`src/rtl/modx_pkg.sv`:
```
package modx_pkg;

  // Modulus for 2^m - 1 (plus = 0) or 2^m + 1 (plus = 1)
  function automatic int modx_modulus(input int m, input bit plus);
    return plus ? ((1 << m) + 1) : ((1 << m) - 1);
  endfunction

  // Bits needed to hold a residue in [0, M-1]
  function automatic int modx_res_w(input int m, input bit plus);
    return plus ? (m + 1) : m;
  endfunction

  // A segment of p*m bits at index j weighs (-1)^(p*j) under 2^m + 1
  function automatic bit modx_seg_neg(input bit plus, input int p, input int j);
    return plus && ((p % 2) == 1) && ((j % 2) == 1);
  endfunction

endpackage

```
`src/rtl/modx_add.sv`:
```
module modx_add #(
  parameter int M_BITS   = 4,
  parameter bit PLUS_ONE = 1'b1,
  localparam int MOD = modx_pkg::modx_modulus(M_BITS, PLUS_ONE),
  localparam int RW  = modx_pkg::modx_res_w(M_BITS, PLUS_ONE)
) (
  input  logic [RW-1:0] a,
  input  logic [RW-1:0] b,
  output logic [RW-1:0] s
);

  localparam int AW = RW + 1;

  logic [RW:0] t;
  assign t = {1'b0, a} + {1'b0, b};

  if (PLUS_ONE) begin : g_cmp_sub
    // Sum below 2M: one conditional subtraction lands it in range
    localparam logic [RW:0] MODW = AW'(MOD);
    assign s = (t >= MODW) ? RW'(t - MODW) : t[RW-1:0];
  end else begin : g_eac
    // End-around carry; an all-ones result is the second form of zero
    logic [RW-1:0] u;
    assign u = t[RW-1:0] + RW'(t[RW]);
    assign s = (&u) ? '0 : u;
  end

  always_comb begin
    if ((a < RW'(MOD)) && (b < RW'(MOD))) begin
      AST_ADD_MOD: assert (32'(s) == ((32'(a) + 32'(b)) % MOD));
    end
  end

endmodule

```
`src/rtl/modx_seg_fold.sv`:
```
module modx_seg_fold #(
  parameter int SEG_W    = 8,
  parameter int M_BITS   = 4,
  parameter bit PLUS_ONE = 1'b1,
  localparam int MOD = modx_pkg::modx_modulus(M_BITS, PLUS_ONE),
  localparam int RW  = modx_pkg::modx_res_w(M_BITS, PLUS_ONE)
) (
  input  logic [SEG_W-1:0] seg,
  output logic [RW-1:0]    res
);

  localparam int XW = (SEG_W > RW) ? SEG_W : RW;
  localparam int VW = XW + 1;
  localparam int K  = XW - RW + 1;   // stages: subtract M<<(K-1) down to M<<0

  for (genvar k = 0; k <= K; k++) begin : g_st
    logic [VW-1:0] v;
    if (k == 0) begin : g_in
      assign v = VW'(seg);
    end else begin : g_sub
      localparam logic [VW-1:0] SUB = VW'(MOD) << (K - k);
      assign v = (g_st[k-1].v >= SUB) ? (g_st[k-1].v - SUB) : g_st[k-1].v;
    end
  end

  assign res = g_st[K].v[RW-1:0];

  always_comb begin
    AST_FOLD_RANGE: assert (g_st[K].v < VW'(MOD));
  end

endmodule

```
`src/rtl/modx_core.sv`:
```
module modx_core #(
  parameter int N_BITS   = 23,
  parameter int M_BITS   = 4,
  parameter bit PLUS_ONE = 1'b1,
  parameter int SEG_MULT = 2,
  localparam int MOD = modx_pkg::modx_modulus(M_BITS, PLUS_ONE),
  localparam int RW  = modx_pkg::modx_res_w(M_BITS, PLUS_ONE)
) (
  input  logic [N_BITS-1:0] din,
  output logic [RW-1:0]     res
);

  localparam int SEG_W = SEG_MULT * M_BITS;
  localparam int SEGS  = (N_BITS + SEG_W - 1) / SEG_W;
  localparam int LVLS  = (SEGS > 1) ? $clog2(SEGS) : 0;
  localparam int LEAF0 = 1 << LVLS;
  localparam int PAD_W = SEGS * SEG_W;

  logic [PAD_W-1:0] din_pad;
  assign din_pad = PAD_W'(din);   // top segment zero-extended

  for (genvar d = 0; d <= LVLS; d++) begin : g_lvl
    localparam int NN = LEAF0 >> d;
    logic [RW-1:0] v [0:NN-1];
    if (d == 0) begin : g_leaf
      for (genvar j = 0; j < NN; j++) begin : g_seg
        if (j < SEGS) begin : g_used
          logic [RW-1:0] r;
          modx_seg_fold #(
            .SEG_W(SEG_W), .M_BITS(M_BITS), .PLUS_ONE(PLUS_ONE)
          ) u_fold (
            .seg(din_pad[j*SEG_W +: SEG_W]),
            .res(r)
          );
          if (modx_pkg::modx_seg_neg(PLUS_ONE, SEG_MULT, j)) begin : g_neg
            assign v[j] = (r == '0) ? '0 : (RW'(MOD) - r);
          end else begin : g_pos
            assign v[j] = r;
          end
        end else begin : g_pad
          assign v[j] = '0;
        end
      end
    end else begin : g_node
      for (genvar j = 0; j < NN; j++) begin : g_add
        modx_add #(.M_BITS(M_BITS), .PLUS_ONE(PLUS_ONE)) u_add (
          .a(g_lvl[d-1].v[2*j]),
          .b(g_lvl[d-1].v[2*j+1]),
          .s(v[j])
        );
      end
    end
  end

  assign res = g_lvl[LVLS].v[0];

endmodule

```
`src/rtl/modx_translator.sv`:
```
module modx_translator #(
  parameter int N_BITS   = 23,
  parameter int M_BITS   = 4,
  parameter bit PLUS_ONE = 1'b1,
  parameter int SEG_MULT = 2,
  parameter bit OUT_REG  = 1'b1,
  localparam int MOD = modx_pkg::modx_modulus(M_BITS, PLUS_ONE),
  localparam int RW  = modx_pkg::modx_res_w(M_BITS, PLUS_ONE)
) (
  input  logic              clk,
  input  logic              rst_n,
  input  logic              in_valid,
  output logic              in_ready,
  input  logic [N_BITS-1:0] in_data,
  output logic              out_valid,
  input  logic              out_ready,
  output logic [RW-1:0]     out_res
);

  logic [RW-1:0] core_res;

  modx_core #(
    .N_BITS(N_BITS), .M_BITS(M_BITS), .PLUS_ONE(PLUS_ONE), .SEG_MULT(SEG_MULT)
  ) u_core (
    .din(in_data),
    .res(core_res)
  );

  if (OUT_REG) begin : g_slice
    logic          vld_q;
    logic [RW-1:0] res_q;

    assign in_ready  = !vld_q || out_ready;
    assign out_valid = vld_q;
    assign out_res   = res_q;

    always_ff @(posedge clk or negedge rst_n) begin
      if (!rst_n) begin
        vld_q <= 1'b0;
        res_q <= '0;
      end else if (in_ready) begin
        vld_q <= in_valid;
        if (in_valid) res_q <= core_res;
      end
    end

    AST_READY_RULE: assert property (@(posedge clk) disable iff (!rst_n)
      !out_valid |-> in_ready);
    AST_HOLD_STALL: assert property (@(posedge clk) disable iff (!rst_n)
      (out_valid && !out_ready) |=> (out_valid && $stable(out_res)));
    AST_ACCEPT_RES: assert property (@(posedge clk) disable iff (!rst_n)
      (in_valid && in_ready) |=>
        (out_valid && (out_res == RW'(64'($past(in_data)) % 64'(MOD)))));
    AST_OUT_RANGE: assert property (@(posedge clk) disable iff (!rst_n)
      out_valid |-> (out_res < RW'(MOD)));
  end else begin : g_comb
    assign in_ready  = out_ready;
    assign out_valid = in_valid;
    assign out_res   = core_res;
  end

endmodule

```
`config.mk`:
```
export PLATFORM = sky130hd
export DESIGN_NAME = modx_translator
export DESIGN_NICKNAME = d
export VERILOG_FILES = /design/src/rtl/modx_pkg.sv /design/src/rtl/modx_add.sv /design/src/rtl/modx_seg_fold.sv /design/src/rtl/modx_core.sv /design/src/rtl/modx_translator.sv
export SDC_FILE = /design/constraint.sdc
export NUM_CORES = 1
export LEC_CHECK = 0
export BUFFER_PORTS_ARGS = -buffer_cell sky130_fd_sc_hd__buf_2
export CAP_MARGIN = 20
export CORE_MARGIN = 3
export CORE_UTILIZATION = 25
export DETAILED_ROUTE_END_ITERATION = 10
export MAX_ROUTING_LAYER = met4
export SLEW_MARGIN = 10
export SYNTH_ARGS = -nofsm -noshare
export SYNTH_HDL_FRONTEND = slang
export SYNTH_SLANG_ARGS = --single-unit
```
`constraint.sdc`:
```
create_clock -name clk -period 2.2 [get_ports clk]
set_input_delay 0.44 -clock clk [delete_from_list [all_inputs] [get_ports clk]]
set_output_delay 0.44 -clock clk [all_outputs]
set_load 0.005 [all_outputs]
```
Yosys cells after proc, flatten, opt, wreduce, memory -nomap -nowiden
Cells that the tools add are included.
Widths: inputs -> output; s select.
{"block": "word_totals", "register_bits": 6, "inputBits": 27, "word_cells": 52, "out_inout_bits": 7}
{"block": "op_classes", "mux": 15, "n_reduce_logical": 3, "n_lt_le_gt_ge": 15, "add_sub_neg": 17}
{"cell": "$mux 9", "count": 9}
{"cell": "$mux 5", "count": 6}
{"cell": "$sub 5x5->5 const B", "count": 6}
{"cell": "$ge 9x5->1 const B", "count": 3}
{"cell": "$ge 9x6->1 const B", "count": 3}
{"cell": "$ge 9x7->1 const B", "count": 3}
{"cell": "$sub 9x6->9 const B", "count": 3}
{"cell": "$sub 9x7->9 const B", "count": 3}
{"cell": "$sub 8x8->9 const B", "count": 2}
{"cell": "$ge 8x8->1 const B", "count": 2}
{"cell": "$add 5x5->6", "count": 2}
{"cell": "$ge 6x5->1 const B", "count": 2}
{"cell": "$sub 7x8->9 const B", "count": 1}
{"cell": "$ge 7x8->1 const B", "count": 1}
{"cell": "$ge 5x5->1 const B", "count": 1}
{"cell": "$reduce_and 2->1", "count": 1}
{"cell": "$logic_not 1->1", "count": 1}
{"cell": "$logic_or 1x1->1", "count": 1}

Longest topological paths before layout
Gate-level depths: netlist of the first run.
{"block": "logic_depth", "ltp_word": 14, "ltp_mapped": 41, "mapped_depth_nobuf": 40}

Hierarchy
A second synthesis of the first run with hierarchy kept.
{"block": "hier_totals", "hier_cells": 479, "area_unflattened_um2": 3593.4}
{"mod": "modx_seg_fold", "seq_area_each_um2": 0.0, "area_per_inst_um2": 728.2, "cells_each": 105, "n_inst": 3}
{"mod": "modx_add at u_core.g_lvl[1].g_node.g_add[1].u_add ...", "seq_area_each_um2": 0.0, "area_per_inst_um2": 390.4, "cells_each": 51, "n_inst": 2}
{"mod": "modx_add at u_core.g_lvl[1].g_node.g_add[0].u_add", "seq_area_each_um2": 0.0, "area_per_inst_um2": 366.6, "cells_each": 47, "n_inst": 1}
{"mod": "modx_translator", "seq_area_each_um2": 150.1, "area_per_inst_um2": 257.7, "cells_each": 14, "n_inst": 1}
{"mod": "modx_core", "seq_area_each_um2": 0.0, "area_per_inst_um2": 3.8, "cells_each": 1, "n_inst": 1}

Worst setup path before layout of the first run
Ideal clock, no wire load.
{"block": "synth_timing", "kind": "in2reg", "startpoint": "input in_data[11]", "endpoint": "register g_slice.res_q[3], in the netlist out_res[3]", "t_required_ps": 2075, "stages": 37, "slack_ps": -5254, "setup_ps": 125, "n_path_buf": 1, "arrival_time_ps": 7329, "cell_sequence": "buf_2 > inv_1 > ha_1 > or3b_4 > nand2_1 > a221o_2 > o21ai_2 > nand3_1 > inv_1 > ha_1 > nand3_1 > nor3_1 > o21a_1 > xnor2_1 > ha_1 > a211oi_1 > mux2i_1 > a21oi_2 > mux2_1 > fa_1 > ha_1 > nand2_1 > o31ai_1 > nand2_1 > xnor2_1 > ha_1 > inv_1 > fa_1 > inv_1 > a21o_1 > a21oi_1 > xnor2_1 > o21ai_0 > nand2_1 > nand4_1 > xor2_1 > mux2_2"}
{"block": "synth_via", "elab_chain_len": 14, "elab_cells_between_ends": 20, "classes_between": "add/sub (8); order compare (6); mux (6)"}
{"item": "start: declaration", "line_no": "modx_translator.sv:14", "text": "input logic [N_BITS-1:0] in_data,"}
{"item": "$sub 8x8->9 / $ge 8x8->1 (equally long branches)", "line_no": "modx_seg_fold.sv:22", "text": "assign v = (g_st[k-1].v >= SUB) ? (g_st[k-1].v - SUB) : g_st[k-1].v;"}
{"item": "$mux 9 *", "line_no": "modx_seg_fold.sv:22"}
{"item": "$sub 9x7->9 / $ge 9x7->1 (equally long branches)", "line_no": "modx_seg_fold.sv:22"}
{"item": "$mux 9 *", "line_no": "modx_seg_fold.sv:22"}
{"item": "$sub 9x6->9 / $ge 9x6->1 (equally long branches)", "line_no": "modx_seg_fold.sv:22"}
{"item": "$mux 9 *", "line_no": "modx_seg_fold.sv:22"}
{"item": "$ge 9x5->1 / $sub 5x5->5 (equally long branches)", "line_no": "modx_seg_fold.sv:22"}
{"item": "$mux 5 *", "line_no": "modx_seg_fold.sv:22"}
{"item": "$add 5x5->6 *", "line_no": "modx_add.sv:15", "text": "assign t = {1'b0, a} + {1'b0, b};"}
{"item": "$sub 5x5->5 / $ge 6x5->1 (equally long branches)", "line_no": "modx_add.sv:20", "text": "assign s = (t >= MODW) ? RW'(t - MODW) : t[RW-1:0];"}
{"item": "$mux 5 *", "line_no": "modx_add.sv:20"}
{"item": "$add 5x5->6 *", "line_no": "modx_add.sv:15"}
{"item": "$sub 5x5->5 / $ge 6x5->1 (equally long branches)", "line_no": "modx_add.sv:20"}
{"item": "$mux 5 *", "line_no": "modx_add.sv:20"}
{"item": "end signal: assignment", "line_no": "modx_translator.sv:43", "text": "if (in_valid) res_q <= core_res;"}
{"item": "end: declaration", "line_no": "modx_translator.sv:31", "text": "logic [RW-1:0] res_q;"}
Mark *: on every way between the ends. The rest lies on a longest branch, timed or not.
A chain may end at the register's enable or synchronous reset.

Worst setup path in the final report of the first run
Ends and elaborated chain as after synthesis.

==> results of run 1 <==
-- stage by stage --
step / setup TNS [ns] / utilization
finish: -22.43 / 0.452
global route: -24.00 / 0.452
CTS: -21.93 / 0.430
detailed placement: -24.42 / 0.404
global placement: -23.37 / 0.404
floorplan: -22.83 / -
-- power breakdown --
group / internal [uW] / total (uW) / switching, uW / leakage, uW
combinational: 3470 / 6210 / 2740 / 0.00236
sequential: 168 / 190 / 22.3 / 0.0000734
clock: 233 / 292 / 59.1 / 0.0000370
total: 3870 / 6690 / 2820 / 0.00247
-- layer usage --
metal	part of all wire	routed length [um]	vias up	global-route usage
li1	-	-	1924	-
met1	0.44	4080	1741	0.164
met2	0.53	4880	35	0.271
met3	0.017	161	16	0.00740
met4	0.019	174	0	0.0317
met5	0	0	-	-
-- layout by cell type, fill, tap and decap left out, types with 4 or more instances in the layout --
master and instances:
inv_2 4, a21oi_2 5, nor2_1 12, buf_4 186, o31ai_1 6, nor2_2 5
nand2_2 4, ha_1 20, or3_1 4, nand3_1 9, and2_1 4, dfrtp_1 6
o21ai_1 7, a21oi_1 18, inv_1 27, xor2_1 7, mux2_2 4, buf_6 6
mux2i_1 11, a21o_1 12, and3_1 4, a22o_1 4, nand2_1 32, xnor2_1 11
xnor2_2 7, ha_4 5, nand2b_1 5, o21ai_0 9, nor3b_1 4, buf_2 31
nor3_1 6, nor2b_1 4, o21a_1 7
-- registers in the layout, indices dropped and copies added (netlist names) --
| signal | flops |
|---|---|
| out_res | 5 |
| out_valid | 1 |
-- worst max-delay path, delay by kind of cell --
kind,cells,cell delay (ns)
simple gates,11,1.40
compound gates,9,1.78
buf+inv,6,0.71
mux,3,0.69
xor+xnor,3,0.41
fa+ha+maj,5,1.40
-- final timing paths --
check	slack, ns	endpoint	depth (start not counted)	start
hold / removal	0.03	out_valid	1	rst_n
hold reg to reg	0.48	out_res[0]	2	out_res[0]
setup / recovery	-4.56	out_res[3]	37	in_data[11]
setup reg to reg	1.07	out_res[3]	3	out_valid
min in group clk	0.42	out_valid	2	in_valid
max in group asynchronous	2.03	out_res[0]	1	rst_n
-- kinds of logic after synthesis --
logic type / count (synthesis) / synth area share
AOI/OAI and AO/OA: 134 / 0.351
muxes: 20 / 0.0709
adders and majority gates: 30 / 0.132
buffers and inverters: 43 / 0.0594
and+or+nand+nor: 133 / 0.253
xor gates and xnor gates: 27 / 0.0828
DFF: 6 / 0.0509
-- final cells by class --
| cell class | count | area [um2] | share of cell area |
|---|---|---|---|
| timing repair buffer | 225 | 1650 | 0.318 |
| inverter | 35 | 140 | 0.0271 |
| multi-input combinational | 344 | 2990 | 0.576 |
| sequential | 6 | 150 | 0.0290 |
| clock buffer | 3 | 75.1 | 0.0145 |
| tap | 143 | 179 | 0.0345 |
-- repair_timing --
item                                    CTS  global route
hold buffers                              0             0
resized for setup                        38            35
pin swaps                                33            35
endpoints found under the setup margin    5             5
buffers inserted                         11            10
endpoints found under the hold margin     0             0
==> out/metrics.cfg, run 1 <==
[outcome]
outcome=complete, but fails checks
violations=negative setup slack

[clocking]
clkTransAtPathRegs_ns=0.03
tritoncts=done
clock-root-buffer=clkbuf_16
cts.sinks=6
cts_buffers=3
clk_latency_ns=0.23
cts.path.max_buffers=2
cts-htree-levels=1

[layout]
n_fill_cell=1071
area_growth_pct=75.7
final_cells=756
layout-drive-gt1-share=0.524
n_antenna_cell=0
stdcell_area_mm2=0.00518
nNetsFinal=672

[power]
cellPowerDensity_mw_per_mm2=1290
power_uw=6690
irDropWorstVdd_mv=0.952
p_leak_uw=0.00247

[timing]
finalWorstSetupSlack_ns=-4.56
post-route-period-util=3.07
final_max_slew_viol_count=0
fmax_mhz=148
timing.hold.ws_ns=0.0291
min_period_ns=6.76
setup_viol=5
tightestPinTransition_ns=0.507
hold_violations=0
relSlewSlack=0.658
rsz0062_at_grt=yes
clock_skew_ns=0.000864

[detailed_routing]
drc=0
vias=3716
postRouteWirelength_um=9300
drt-initial-drc-count=141
viasPerCell=4.92
postRouteAntennaNets=0
routedWlPerCell_um=12.3
drt-pass1-iter-count=4

[floorplanning]
initial_utilization=0.257
die_x_um=115
die_y_um=115
core_area_mm2=0.0115
die_area_mm2=0.0131
ios=34
rows=39

[critical_path]
end_kind=flop
critical_path_class=input port to flop
cpPeakStageDelay_ns=0.63
cp-start-kind=input port
cp.arrival_ns=6.87
slowest_stage=fa_2
required_ns=2.31
crit_path_max_fanout=4

[logic_synthesis]
yosys_warnings=0
synth-async-reset-ratio=1.00
yosysTopAreaCell=ha_1
synth_commonest_cells=38 x nand2_1, 34 x inv_1, 28 x ha_1
synth.top_cell.area_share=0.119
synth_edf_count=0
netlist_instances=393
ys.flop_type=dfrtp_1
synth.top_cells.by_area=ha_1 12%, dfrtp_1 5.1%, xnor2_1 5.1%
syn_nets=450
yosys_register_bits=6
syn-cell-area_mm2=0.00295
syn_avg_cell_area_um2=7.50
seq_area_frac_synth=0.0509
ys_types=90
synth_most_common_cell=nand2_1

[global_routing]
grt_max_degree=13
grt_util_all_layers=0.143
grt_pass1_wl_um=15800
grt_pass1_vias=3819
antenna_found_initial=0
overflow=0

[placed_design]
place_ws_ns=-4.98
hpwl_um=7630
place_inst=732
place.port_buffers=33
place_area_mm2=0.00464
gp_congestion=0.857

[run]
cap_violations=0

[hold_path]
worstHoldPathType=input port to asynchronous set/reset pin

No activity file was read; power rests on OpenSTA's default activity.
==> inputs of run 2 (changes only) <==
--- a/config.mk
+++ b/config.mk
@@ -6,7 +6,6 @@
 export NUM_CORES = 1
 export LEC_CHECK = 0
 export BUFFER_PORTS_ARGS = -buffer_cell sky130_fd_sc_hd__buf_2
-export CAP_MARGIN = 20
 export CORE_MARGIN = 3
 export CORE_UTILIZATION = 25
 export DETAILED_ROUTE_END_ITERATION = 10
==> constraint.sdc (replaced) <==
create_clock -name clk -period 6.2 [get_ports clk]
set_input_delay 1.24 -clock clk [delete_from_list [all_inputs] [get_ports clk]]
set_output_delay 1.24 -clock clk [all_outputs]
set_load 0.005 [all_outputs]
==> run 2 against run 1 <==
The flow still finishes with violations (negative setup slack). Largest cell class unchanged. Utilization decreased by 2.7 points. Clock-buffer cell count unchanged. Critical path depth unchanged. Clock power decreased by 64%. Register-to-register slack improved by 4.0 ns. Non-clock buffer count decreased by 37. Sequential cell count unchanged.
==> out/metrics.cfg, run 2 (synthesis results as in run 1) <==
[layout]
finish.utilization=0.424
nNetsFinal=635
largest_reg_flops=5
n_antenna_cell=0
area_growth_pct=65.1
layout-drive-gt1-share=0.484
mostFrequentLayoutCells=150 x buf_4, 33 x nand2_1, 31 x buf_2, 27 x inv_1, 19 x ha_1
final_common_cell=buf_4

[clocking]
cts.path.max_buffers=2
clock-root-buffer=clkbuf_16
cts.sinks=6
clkTransAtPathRegs_ns=0.03
tritoncts=done
clk_latency_ns=0.23
cts-htree-levels=1
cts_hold_buf=0
cts_buffers=3

[run]
cap_violations=0

[placed_design]
gp_congestion=0.871
place_ws_ns=-1.63
place.port_buffers=33
hpwl_um=7120

[critical_path]
reg2regPathDepth=3
r2r_setup_slack_ns=5.05
r2r_start=out_valid
critical_path_class=input port to flop
slowest_stage=fa_2
end_kind=flop
cp.arrival_ns=7.60
cpPeakStageDelay_ns=0.57
required_ns=6.31
cp-start-kind=input port
worstReg2RegEnd=out_res[3]
crit_path_max_fanout=7
crit_path_start=in_data[11]

[detailed_routing]
drc=0
viasPerCell=5.06
routedWlPerCell_um=12.3
postRouteWirelength_um=8850
drt-initial-drc-count=114
vias=3639
drt-pass1-iter-count=4
postRouteAntennaNets=0

[timing]
tightestPinTransition_ns=0.512
min_period_ns=7.49
rsz0062_at_grt=yes
finalWorstSetupSlack_ns=-1.29
fmax_mhz=134
hold_violations=0
clock_skew_ns=0.000411
relSlewSlack=0.656
setup_viol=5
final_max_slew_viol_count=0
fin_setup_tns_ns=-5.76
post-route-period-util=1.21

[power]
switching_share=0.423
p_int_uw=1310
irDropWorstVdd_mv=0.447
switchingPower_uw=961
p_comb_frac=0.924
p_leak_uw=0.00228
p_seq_frac=0.030
pwr-share-clk=0.046
cellPowerDensity_mw_per_mm2=467

[outcome]
outcome=complete, but fails checks
violations=negative setup slack

[hold_path]
whs_path_depth=2
min-delay-start=out_res[1]
worstHoldPathType=flop to flop
worstHoldEndpoint=out_res[1]

[floorplanning]
initial_utilization=0.257
ios=34
die_area_mm2=0.0131
die_x_um=115
rows=39
core_area_mm2=0.0115
die_y_um=115

[global_routing]
antenna_found_initial=0
grt_pass1_vias=3620
grt_pass1_wl_um=15400
grt_max_degree=11
grt_util_all_layers=0.137
overflow=0

run 2: cell count changes in the layout (fill, tap and decap cells not counted), moves of 2 or more:
cell and delta:
nor2_2 -2, or3_1 +2, buf_4 -36, a21oi_2 +4
a21oi_1 -3, or3_4 -2
run 2: final cells by class:
type | count | area [um2]
sequential | 6 | 150
multi-input combinational | 344 | 2960
tap | 143 | 179
inverter | 35 | 138
clock buffer | 3 | 75.1
timing repair buffer | 188 | 1370
fill | 1116 | 6600
run 2: how the worst max path moves through the flow:
stage / end / slack [ns] / cells after the start
2_1_floorplan: out_res[3] / -1.60 / 39
3_3_place_gp: out_res[3] / -1.55 / 38
3_5_place_dp: out_res[3] / -1.63 / 38
4_1_cts: out_res[3] / -1.25 / 37
5_1_grt: out_res[3] / -1.62 / 37
6_report: out_res[3] / -1.29 / 37
run 2: timing repair:
item | CTS | global route
buffers inserted | 19 | 4
gates cloned | 0 | 0
endpoints found under the setup margin | 5 | 5
resized for setup | 37 | 29
pin swaps | 41 | 35
run 2: critical path: cells and delay by family:
kind	cells	cell delay, ns
AO/OA/AOI/OAI	6	1.27
XOR/XNOR	4	0.69
multiplexers	2	0.48
AND/OR/NAND/NOR	9	1.05
buffers and inverters	7	0.55
adder cells (fa/ha/maj)	9	2.30
run 2: through the flow:
stage	std cells	hold slack, ns	total power, uW	cell area (um2)
finish	719	0.479	2270	4870
global route	719	0.500	2490	4870
CTS	719	0.483	2100	4740
detailed placement	699	0.470	1600	4390
global placement	699	0.465	1560	4390
floorplan	393	0.473	973	3060
run 2: metal layers:
metal  wire [um]  track usage  share of wire
met4          78       0.0238         0.0088
met5           0            -              0
met2        4750        0.259           0.54
met1        3850        0.162           0.43
met3         172      0.00687          0.019
run 2: power groups by stage:
stage | registers [uW] | clock network (uW) | logic (uW)
final | 68.1 | 105 | 2100
after global placement | 67.7 | 0 | 1490
after global routing | 69.9 | 109 | 2320
after CTS | 68.9 | 106 | 1920
after floorplan | 69.4 | 0 | 903
after detailed placement | 69.0 | 0 | 1530
==> inputs of run 3 (changes only) <==
--- a/config.mk
+++ b/config.mk
@@ -6,6 +6,7 @@
 export NUM_CORES = 1
 export LEC_CHECK = 0
 export BUFFER_PORTS_ARGS = -buffer_cell sky130_fd_sc_hd__buf_2
+export CORE_ASPECT_RATIO = 1.25
 export CORE_MARGIN = 3
 export CORE_UTILIZATION = 25
 export DETAILED_ROUTE_END_ITERATION = 10
==> run 3 against run 2 <==
The run still ends with negative setup slack left. Wire length rose by 11%. Final area grew 5.0%. Utilization rose by 2.8 points. Non-clock buffer count increased by 22. Sequential share of layout area down 0.15 points. Clock-buffer cell count unchanged. Sequential power up 2%. Critical path type unchanged. Largest cell class unchanged. Highest routed layer unchanged.
==> out/metrics.cfg, run 3 (synthesis results as in run 1) <==
[placed_design]
hpwl_um=7470
gp_congestion=0.879
place.port_buffers=33
place_inst=686

[global_routing]
grt_util_all_layers=0.146
antenna_found_initial=0
grt_pass1_wl_um=16000
grt_max_degree=10
overflow=0
grt_pass1_vias=3816

[timing]
final_max_slew_viol_count=0
rsz0062_at_grt=yes
tightestPinTransition_ns=0.617
min_period_ns=7.56
fmax_mhz=132
relSlewSlack=0.578
clock_skew_ns=0.000331
timing.hold.ws_ns=0.486
post-route-period-util=1.22
setup_viol=5
hold_violations=0
finalWorstSetupSlack_ns=-1.36

[detailed_routing]
viasPerCell=5.07
drt-initial-drc-count=95
routedWlPerCell_um=13.4
postRouteWirelength_um=9850
vias=3718
postRouteAntennaNets=0
drt-pass1-iter-count=4
drc=0

[floorplanning]
die_area_mm2=0.0131
ios=34
die_y_um=127
initial_utilization=0.261
die_x_um=103
rows=43
core_area_mm2=0.0113

[layout]
mostFrequentLayoutCells=170 x buf_4, 32 x nand2_1, 31 x buf_2, 24 x inv_1, 16 x ha_1
finish.utilization=0.452
n_antenna_cell=0
layout-drive-gt1-share=0.530
final_cells=733
n_fill_cell=1088
final_common_cell=buf_4
nNetsFinal=657
area_growth_pct=73.4
largest_reg_flops=5

[critical_path]
required_ns=6.31
slowest_stage=a221o_2
critical_path_class=input port to flop
cp.arrival_ns=7.67
end_kind=flop
cpPeakStageDelay_ns=0.44
r2r_setup_slack_ns=5.02
crit_path_max_fanout=6
cp-start-kind=input port
critPathMostFrequentCell=buf_4

[outcome]
violations=negative setup slack
outcome=complete, but fails checks

[hold_path]
worstHoldPathType=flop to flop

[clocking]
clock-root-buffer=clkbuf_16
clk_latency_ns=0.23
cts-htree-levels=1
cts_hold_buf=0
tritoncts=done
cts.sinks=6
cts.path.max_buffers=2
clkTransAtPathRegs_ns=0.03
cts_buffers=3

[power]
power_uw=2460
irDropWorstVdd_mv=0.376
p_leak_uw=0.00241
cellPowerDensity_mw_per_mm2=481

[run]
cap_violations=0

[run 3: path summary, 6_finish.rpt]
path                       cells past startpoint          to        start
max                                           38  out_res[3]  in_data[12]
min                                            2  out_res[1]   out_res[1]
max reg2reg                                    3  out_res[3]    out_valid
min reg2reg                                    2  out_res[1]   out_res[1]
max in group asynchronous                      1  out_res[2]        rst_n
min in group asynchronous                      1  out_res[1]        rst_n
[run 3: power breakdown]
group          total, uW  leakage, uW  switching (uW)  internal, uW
clock                104    0.0000370            21.5          82.8
combinational       2290      0.00230            1030          1250
sequential          69.6    0.0000734            9.84          59.7
total               2460      0.00241            1060          1400
[run 3: critical path: cells and delay by family]
kind                     cells  cell delay, ns
buffers and inverters       10            1.19
XOR/XNOR                     4            0.64
adder cells (fa/ha/maj)      3            0.70
multiplexers                 3            0.59
AND/OR/NAND/NOR              9            1.22
AO/OA/AOI/OAI                9            2.09
[run 3: metrics by stage]
stage	setup slack, ns	setup TNS (ns)	area, um2
floorplan	-1.60	-6.83	3060
global placement	-1.42	-6.80	4340
detailed placement	-1.65	-7.92	4340
CTS	-1.27	-6.24	4810
global route	-1.62	-7.81	5110
finish	-1.36	-6.40	5110
[run 3: final cells by class]
class,count,area (um2),area share
tap,135,169,0.0330
multi-input combinational,344,3040,0.595
sequential,6,150,0.0294
inverter,35,141,0.0277
timing repair buffer,210,1540,0.301
clock buffer,3,75.1,0.0147
[run 3: what timing repair did]
| action | 4_1_cts | 5_1_grt |
|---|---|---|
| endpoints found under the setup margin | 5 | 5 |
| setup buffers | 33 | 13 |
| pin swaps | 48 | 47 |
| gates resized for setup | 37 | 48 |
[run 3: per-layer routing]
| layer | global-route usage | routed length [um] | vias to the layer above |
|---|---|---|---|
| li1 | - | - | 1894 |
| met4 | 0.0206 | 133 | 0 |
| met2 | 0.306 | 5830 | 63 |
| met5 | - | 0 | - |
| met1 | 0.145 | 3710 | 1747 |
| met3 | 0.00655 | 169 | 14 |
